$ cat config.mk
export PLATFORM = sky130hd
export DESIGN_NAME = gpio_regblk
export DESIGN_NICKNAME = d
export VERILOG_FILES = /design/src/rtl/gpio_pkg.sv /design/src/rtl/gpio_addr_dec.sv /design/src/rtl/gpio_store.sv /design/src/rtl/gpio_regblk.sv
export SDC_FILE = /design/constraint.sdc
export NUM_CORES = 1
export LEC_CHECK = 0
export BUFFER_PORTS_ARGS = -buffer_cell sky130_fd_sc_hd__buf_2
export CORE_UTILIZATION = 50
export DETAILED_ROUTE_END_ITERATION = 10
export GPL_ROUTABILITY_DRIVEN = 0
export HOLD_SLACK_MARGIN = 0.06
export PLACE_DENSITY = 0.72
export SLEW_MARGIN = 20
export SYNTH_ARGS = -nofsm -noshare
export SYNTH_HDL_FRONTEND = slang
export SYNTH_SLANG_ARGS = --single-unit
$ cat constraint.sdc
create_clock -name clk -period 3.95 [get_ports clk]
set_input_delay 0.395 -clock clk [delete_from_list [all_inputs] [get_ports clk]]
set_output_delay 0.395 -clock clk [all_outputs]
set_load 0.05 [all_outputs]
$ cat src/rtl/gpio_pkg.sv
package gpio_pkg;

    // Byte offsets of the decoded slots
    localparam int unsigned OFS_LEVEL = 32'h00;
    localparam int unsigned OFS_DIR   = 32'h04;
    localparam int unsigned OFS_SET   = 32'h08;
    localparam int unsigned OFS_CLR   = 32'h0C;
    localparam int unsigned OFS_RISE  = 32'h10;
    localparam int unsigned OFS_FALL  = 32'h14;
    localparam int unsigned OFS_EVT   = 32'h18;
    localparam int unsigned OFS_SCR   = 32'h20;

    // One-hot slot select produced by the decoder
    typedef struct packed {
        logic level;
        logic dir;
        logic set;
        logic clr;
        logic edg;
        logic scr;
    } gpio_sel_t;

endpackage

$ cat src/rtl/gpio_addr_dec.sv
module gpio_addr_dec
    import gpio_pkg::*;
#(
    parameter int unsigned ADDR_W = 8
) (
    input  logic [ADDR_W-1:0] addr,
    output gpio_sel_t         sel
);

    always_comb begin
        sel       = '0;
        sel.level = (addr == ADDR_W'(OFS_LEVEL));
        sel.dir   = (addr == ADDR_W'(OFS_DIR));
        sel.set   = (addr == ADDR_W'(OFS_SET));
        sel.clr   = (addr == ADDR_W'(OFS_CLR));
        sel.edg   = (addr == ADDR_W'(OFS_RISE)) ||
                    (addr == ADDR_W'(OFS_FALL)) ||
                    (addr == ADDR_W'(OFS_EVT));
        sel.scr   = (addr == ADDR_W'(OFS_SCR));
    end

endmodule

$ cat src/rtl/gpio_store.sv
module gpio_store
    import gpio_pkg::*;
#(
    parameter int unsigned DATA_W = 32
) (
    input  logic              clk,
    input  logic              rst_n,
    input  logic              valid,
    input  logic              write,
    input  gpio_sel_t         sel,
    input  logic [DATA_W-1:0] wdata,
    output logic [DATA_W-1:0] level,
    output logic [DATA_W-1:0] dir,
    output logic [DATA_W-1:0] rdata,
    output logic              reject
);

    typedef struct packed {
        logic [DATA_W-1:0] level;
        logic [DATA_W-1:0] dir;
        logic [DATA_W-1:0] scr;
        logic [DATA_W-1:0] rdata;
        logic              reject;
    } store_t;

    store_t st_d, st_q;
    logic   wr_en, rd_en, hits_out;

    always_comb begin
        wr_en    = valid && write;
        rd_en    = valid && !write;
        hits_out = |(st_q.dir & wdata);
        st_d        = st_q;
        st_d.reject = 1'b0;
        if (wr_en) begin
            if (sel.dir) st_d.dir = wdata;
            if (sel.scr) st_d.scr = wdata;
            if (sel.set) begin
                if (hits_out) st_d.level = st_q.level | wdata;
                else          st_d.reject = 1'b1;
            end
            if (sel.clr) begin
                if (hits_out) st_d.level = st_q.level & ~wdata;
                else          st_d.reject = 1'b1;
            end
        end
        if (rd_en) begin
            if (sel.level)    st_d.rdata = st_q.level;
            else if (sel.dir) st_d.rdata = st_q.dir;
            else if (sel.scr) st_d.rdata = st_q.scr;
            else              st_d.rdata = '0;
        end
    end

    always_ff @(posedge clk) begin
        if (!rst_n) st_q <= '0;
        else        st_q <= st_d;
    end

    assign level  = st_q.level;
    assign dir    = st_q.dir;
    assign rdata  = st_q.rdata;
    assign reject = st_q.reject;

    AST_SET_APPLIES: assert property (@(posedge clk) disable iff (!rst_n)
        (valid && write && sel.set && |(dir & wdata)) |=> (level == ($past(level) | $past(wdata))));

    AST_CLR_APPLIES: assert property (@(posedge clk) disable iff (!rst_n)
        (valid && write && sel.clr && |(dir & wdata)) |=> (level == ($past(level) & ~$past(wdata))));

    AST_DROP_HOLDS: assert property (@(posedge clk) disable iff (!rst_n)
        (valid && write && (sel.set || sel.clr) && !(|(dir & wdata))) |=> ($stable(level) && reject));

    AST_NO_SPURIOUS_REJECT: assert property (@(posedge clk) disable iff (!rst_n)
        !(valid && write && (sel.set || sel.clr)) |=> !reject);

    AST_DIR_LOAD: assert property (@(posedge clk) disable iff (!rst_n)
        (valid && write && sel.dir) |=> (dir == $past(wdata)));

    AST_UNMAPPED_READ: assert property (@(posedge clk) disable iff (!rst_n)
        (valid && !write && !(sel.level || sel.dir || sel.scr)) |=> (rdata == '0));

    AST_EDGE_INERT: assert property (@(posedge clk) disable iff (!rst_n)
        (valid && write && sel.edg) |=> ($stable(level) && $stable(dir) && $stable(st_q.scr)));

endmodule

$ cat src/rtl/gpio_regblk.sv
module gpio_regblk
    import gpio_pkg::*;
#(
    parameter int unsigned DATA_W   = 32,
    parameter int unsigned ADDR_W   = 8,
    parameter int unsigned LINE_IRQ = 8
) (
    input  logic                clk,
    input  logic                rst_n,
    input  logic                req_valid,
    input  logic                req_write,
    input  logic [ADDR_W-1:0]   req_addr,
    input  logic [DATA_W-1:0]   req_wdata,
    output logic [DATA_W-1:0]   rsp_rdata,
    output logic [DATA_W-1:0]   pad_out,
    output logic [DATA_W-1:0]   pad_oe,
    output logic                wr_reject,
    output logic [LINE_IRQ-1:0] irq_line,
    output logic                irq_comb
);

    gpio_sel_t         sel;
    logic [DATA_W-1:0] level, dir;

    gpio_addr_dec #(.ADDR_W(ADDR_W)) u_dec (
        .addr (req_addr),
        .sel  (sel)
    );

    gpio_store #(.DATA_W(DATA_W)) u_store (
        .clk    (clk),
        .rst_n  (rst_n),
        .valid  (req_valid),
        .write  (req_write),
        .sel    (sel),
        .wdata  (req_wdata),
        .level  (level),
        .dir    (dir),
        .rdata  (rsp_rdata),
        .reject (wr_reject)
    );

    assign pad_out = level & dir;
    assign pad_oe  = dir;

    // Interrupt lines exist but carry no source
    for (genvar i = 0; i < LINE_IRQ; i++) begin : g_irq
        assign irq_line[i] = 1'b0;
    end
    assign irq_comb = 1'b0;

    AST_PAD_MASKED: assert property (@(posedge clk) disable iff (!rst_n)
        (pad_out & ~pad_oe) == '0);

endmodule

# [Word-level counts from Yosys, hierarchy flattened]
# Index checks and enable logic that the tools add are counted.
# Widths: inputs -> output; s select.
[word_totals] out_inout_bits=106 inputBits=44 mem_count=0 elab_cells=33 mem_bits_ro=0 latch_bits=0 reg_bits=129 mem_bits_rw=0
[op_classes] muxes=11 mul=0 n_lt_le_gt_ge=0 shifts=0 add_sub_neg=0 div=0 n_eq_ne=4 n_reduce_logical=8 bitwise_logic=5
[ops] op="$mux 32" count=7
[ops] op="$and 32x32->32" count=3
[ops] op="$not 32->32" count=1
[ops] op="$or 32x32->32" count=1
[ops] op="$reduce_or 32->1" count=1
[ops] op="$eq 8x4->1 const B" count=2
[ops] op="$eq 8x3->1 const B" count=1
[ops] op="$eq 8x6->1 const B" count=1
[ops] op="$logic_not 8->1" count=1
[ops] op="$reduce_and 2->1" count=3
[ops] op="$mux 1" count=4
[ops] op="$logic_and 1x1->1" count=2
[ops] op="$logic_not 1->1" count=1

# [Longest topological paths before layout]
[depth] depth_word=6 ltp_mapped=7 mapped_depth_nobuf=5

# [Hierarchy]
# A second synthesis with hierarchy kept.
[hier_totals] cells_unflattened=950 area_unflattened_um2=7210.7
[modules_own_cells] module="gpio_store" area_each_um2=6847.8 cells_per_inst=896 instances=1 seq_area_each_um2=2582.5
[modules_own_cells] module="gpio_regblk" area_each_um2=271.5 cells_per_inst=42 instances=1 seq_area_each_um2=0.0
[modules_own_cells] module="gpio_addr_dec" area_each_um2=91.3 cells_per_inst=12 instances=1 seq_area_each_um2=0.0

# [Worst setup path after synthesis]
# OpenSTA, ideal clock, no wires.
[synth_timing] path_kind="in2reg" start="input port req_wdata[12]" end="register (tool-made name)" required_time_ps=3878 path_buffers=1 setup_time_ps=72 t_arrival_ps=1574 stages=6 slack_ps=2304 cell_sequence="a22o_1 > a221oi_1 > nand4_1 > buf_2 > o211ai_2 > mux2i_1"
[synth_lines] element="start: declaration" line="gpio_regblk.sv:13" source="input logic [DATA_W-1:0] req_wdata,"

==> flow_metrics.py <==
metrics = {
    "power": {
        "p_per_area_mw_per_mm2": 417,
        "total_power_mw": 3.07,
        "leakage_nw": 3.61,
        "ir_drop_mv": 0.289,
    },
    "cts": {
        "cts_buffers": 17,
        "postCtsHoldBufs": 0,
        "clk_pin_slew_ps": 60,
        "root_buffer": "clkbuf_16",
        "cts_max_level": 4,
        "clock-sinks": 129,
        "post-cts-setup-buffers": 0,
        "cts-resized-gates": 0,
        "cts_tree": "built",
        "cts.path.max_buffers": 2,
        "clk_latency_ps": 420,
    },
    "timing": {
        "skew_ps": 11.2,
        "finalSetupTns_ps": 0,
        "fmaxAchievable_mhz": 408,
        "whs_ps": 285,
        "maxSlewHeadroom": 0.275,
        "setup_viol": 0,
        "rsz0062_at_grt": "no",
        "report.final.slew_viol_count": 0,
        "fin_crit_ps": 2450,
        "min_period_over_period": 0.621,
        "worst_pin_slew_ps": 1080,
        "hold_viol_final": 0,
    },
    "grt": {
        "grt_pass1_vias": 4852,
        "grt_usage": 0.259,
        "antenna_found_initial": 0,
        "grt_pass1_wl_um": 26200,
        "grt_overflow": 0,
        "grt_max_degree": 52,
    },
    "final_layout": {
        "fill_cells": 1118,
        "final_cells": 914,
        "layout-drive-gt1-share": 0.302,
        "multi_input_area_mm2": 0.00316,
        "regArea_mm2": 0.00258,
        "diodes": 0,
        "synthToLayoutAreaGrowth_pct": 13.2,
        "nNetsFinal": 773,
    },
    "logic_synthesis": {
        "synth_top_area_cell": "dfxtp_1",
        "ys_types": 27,
        "ys_seq_elements": 129,
        "ys_seq_area_frac": 0.397,
        "netlist_instances": 673,
        "syn-mean-instance-area_um2": 9.68,
        "yosys_warnings": 0,
        "syn_area_mm2": 0.00651,
        "synth_top_area_frac": 0.397,
        "synth_area_leaders": "dfxtp_1, mux2i_1, buf_4, nor2b_1, o211ai_2",
    },
    "routing": {
        "drt-wirelength-per-cell_um": 18.3,
        "drt_pass1_iterations": 5,
        "vias": 5115,
        "totalWireLength_um": 16700,
        "drc_errors": 0,
        "drt_iter0_drc": 387,
        "vias_per_cell": 5.60,
        "ant_nets": 0,
    },
    "setup_path": {
        "cp-start-kind": "register",
        "crit_type": "reg -> reg",
        "arrival_ps": 2790,
        "cpLargestDelayFamily": "compound AO/OA/AOI/OAI gates",
        "end_kind": "register",
        "r2r-start": "u_store.dir[3]$_SDFFE_PN0P_",
        "crit_path_start": "u_store.dir[3]$_SDFFE_PN0P_",
        "max_stage_delay_ps": 590,
        "crit_path_top_delay_cell": "nand4_1",
        "required_ps": 4290,
        "path_buf_inv": 1,
        "cp_cell_sequence": "a22o_1 -> a221oi_2 -> nand4_1 -> buf_4 -> o211ai_1 -> mux2i_1",
        "crit_path_max_fanout": 11,
    },
    "die": {
        "io_pins": 150,
        "core-area_mm2": 0.0127,
        "fp.dieH_um": 116,
        "fp-row-count": 41,
        "die_w_um": 116,
        "start_util": 0.514,
        "die_area_mm2": 0.0135,
    },
    "flow_run": {
        "max_cap_violations": 0,
    },
    "min_path": {
        "hp-start": "req_wdata[26]",
        "hold_path_class": "in -> reg",
    },
    "placed_design": {
        "dp_cells": 882,
        "dp_hpwl_um": 10700,
        "portBuffers": 140,
    },
    "outcome": {
        "status": "finished, final reports clean",
    },
}
layout make-up:
type | instances | area share
inverters | 1 | 0.000509
repair buffers | 152 | 0.107
clock buffers | 20 | 0.0633
clock inverters | 12 | 0.0212
multi-input cells | 428 | 0.428
well taps | 172 | 0.0292
flip-flops and latches | 129 | 0.350
worst paths after layout:
kind / end / slack (ps) / cells after the start
worst min register to register: u_store.rdata[7]$_SDFFE_PN0P_ / 450 / 2
worst max register to register: register / 1500 / 6
worst min-delay path: register / 290 / 3
worst max-delay path: register / 1500 / 6
synth_stat cells:
library cell,instances
nor4_4,1
nor3_1,3
and3_1,3
nor4_2,1
clkbuf_1,24
inv_1,1
nand3_2,2
o21ai_0,64
buf_6,6
a22o_1,8
buf_4,76
buf_2,17
nor2b_1,64
o211ai_2,29
nand4_1,2
nor4b_4,1
mux2i_1,96
a21boi_1,1
nand2_1,66
and2_1,33
nand3_1,1
dfxtp_1,129
o211ai_1,3
a221oi_1,36
conb_1,1
a221oi_2,4
nand2b_1,1
per-stage QoR:
step	util	instance area (µm²)	setup slack, ps
floorplan	-	6540	2300
global placement	0.532	6750	1430
detailed placement	0.532	6750	1420
CTS	0.582	7370	1550
global route	0.582	7370	1380
finish	0.582	7370	1500
power breakdown:
group	internal (mW)	switching, mW	total [mW]
Combinational	0.0371	0.0955	0.133
Sequential	1.30	0.000658	1.30
Clock	1.04	0.595	1.64
Total	2.38	0.691	3.07
metal layers:
layer	up-vias	wire length (µm)	GRT usage
met5	-	0	0
met2	215	7750	0.412
met4	0	188	0.0812
met3	15	1170	0.0701
met1	2476	7600	0.342
li1	2409	-	-
cell usage in the layout (no fill, tap or decap):
cell type,count
o21ai_0,64
nand4_1,2
clkinvlp_4,7
clkbuf_8,3
a221oi_1,36
a21boi_4,1
o211ai_2,29
bufinv_16,3
nor2b_1,64
clkbuf_16,17
nor4_4,1
nand2b_1,1
conb_1,9
nand2_1,65
a22o_1,8
nor3_1,3
and3_1,3
mux2i_1,96
and2_1,33
clkinv_2,1
nand2_2,1
inv_1,1
a221oi_2,4
dfxtp_1,129
nand3_1,1
nand3_2,2
buf_2,140
buf_4,12
nor4b_4,1
o211ai_1,3
nor4_2,1
inv_6,1
worst reg2reg max path, delay by kind of cell, from the launching register on:
| kind | cells | cell delay [ps] |
|---|---|---|
| AND/OR/NAND/NOR | 1 | 590 |
| AO/OA/AOI/OAI | 3 | 760 |
| flip-flops | 1 | 370 |
| buffers and inverters | 1 | 450 |
| multiplexers | 1 | 220 |
cells by family (layout without fill, tap and decap cells):
group,after synthesis,in the layout,share of synthesized area
mux,96,96,0.148
other cells,1,9,0.000576
flops,129,129,0.397
buf+inv,124,185,0.125
simple gates,178,178,0.152
compound gates,145,145,0.178
Power figures use the tool's default switching activity.
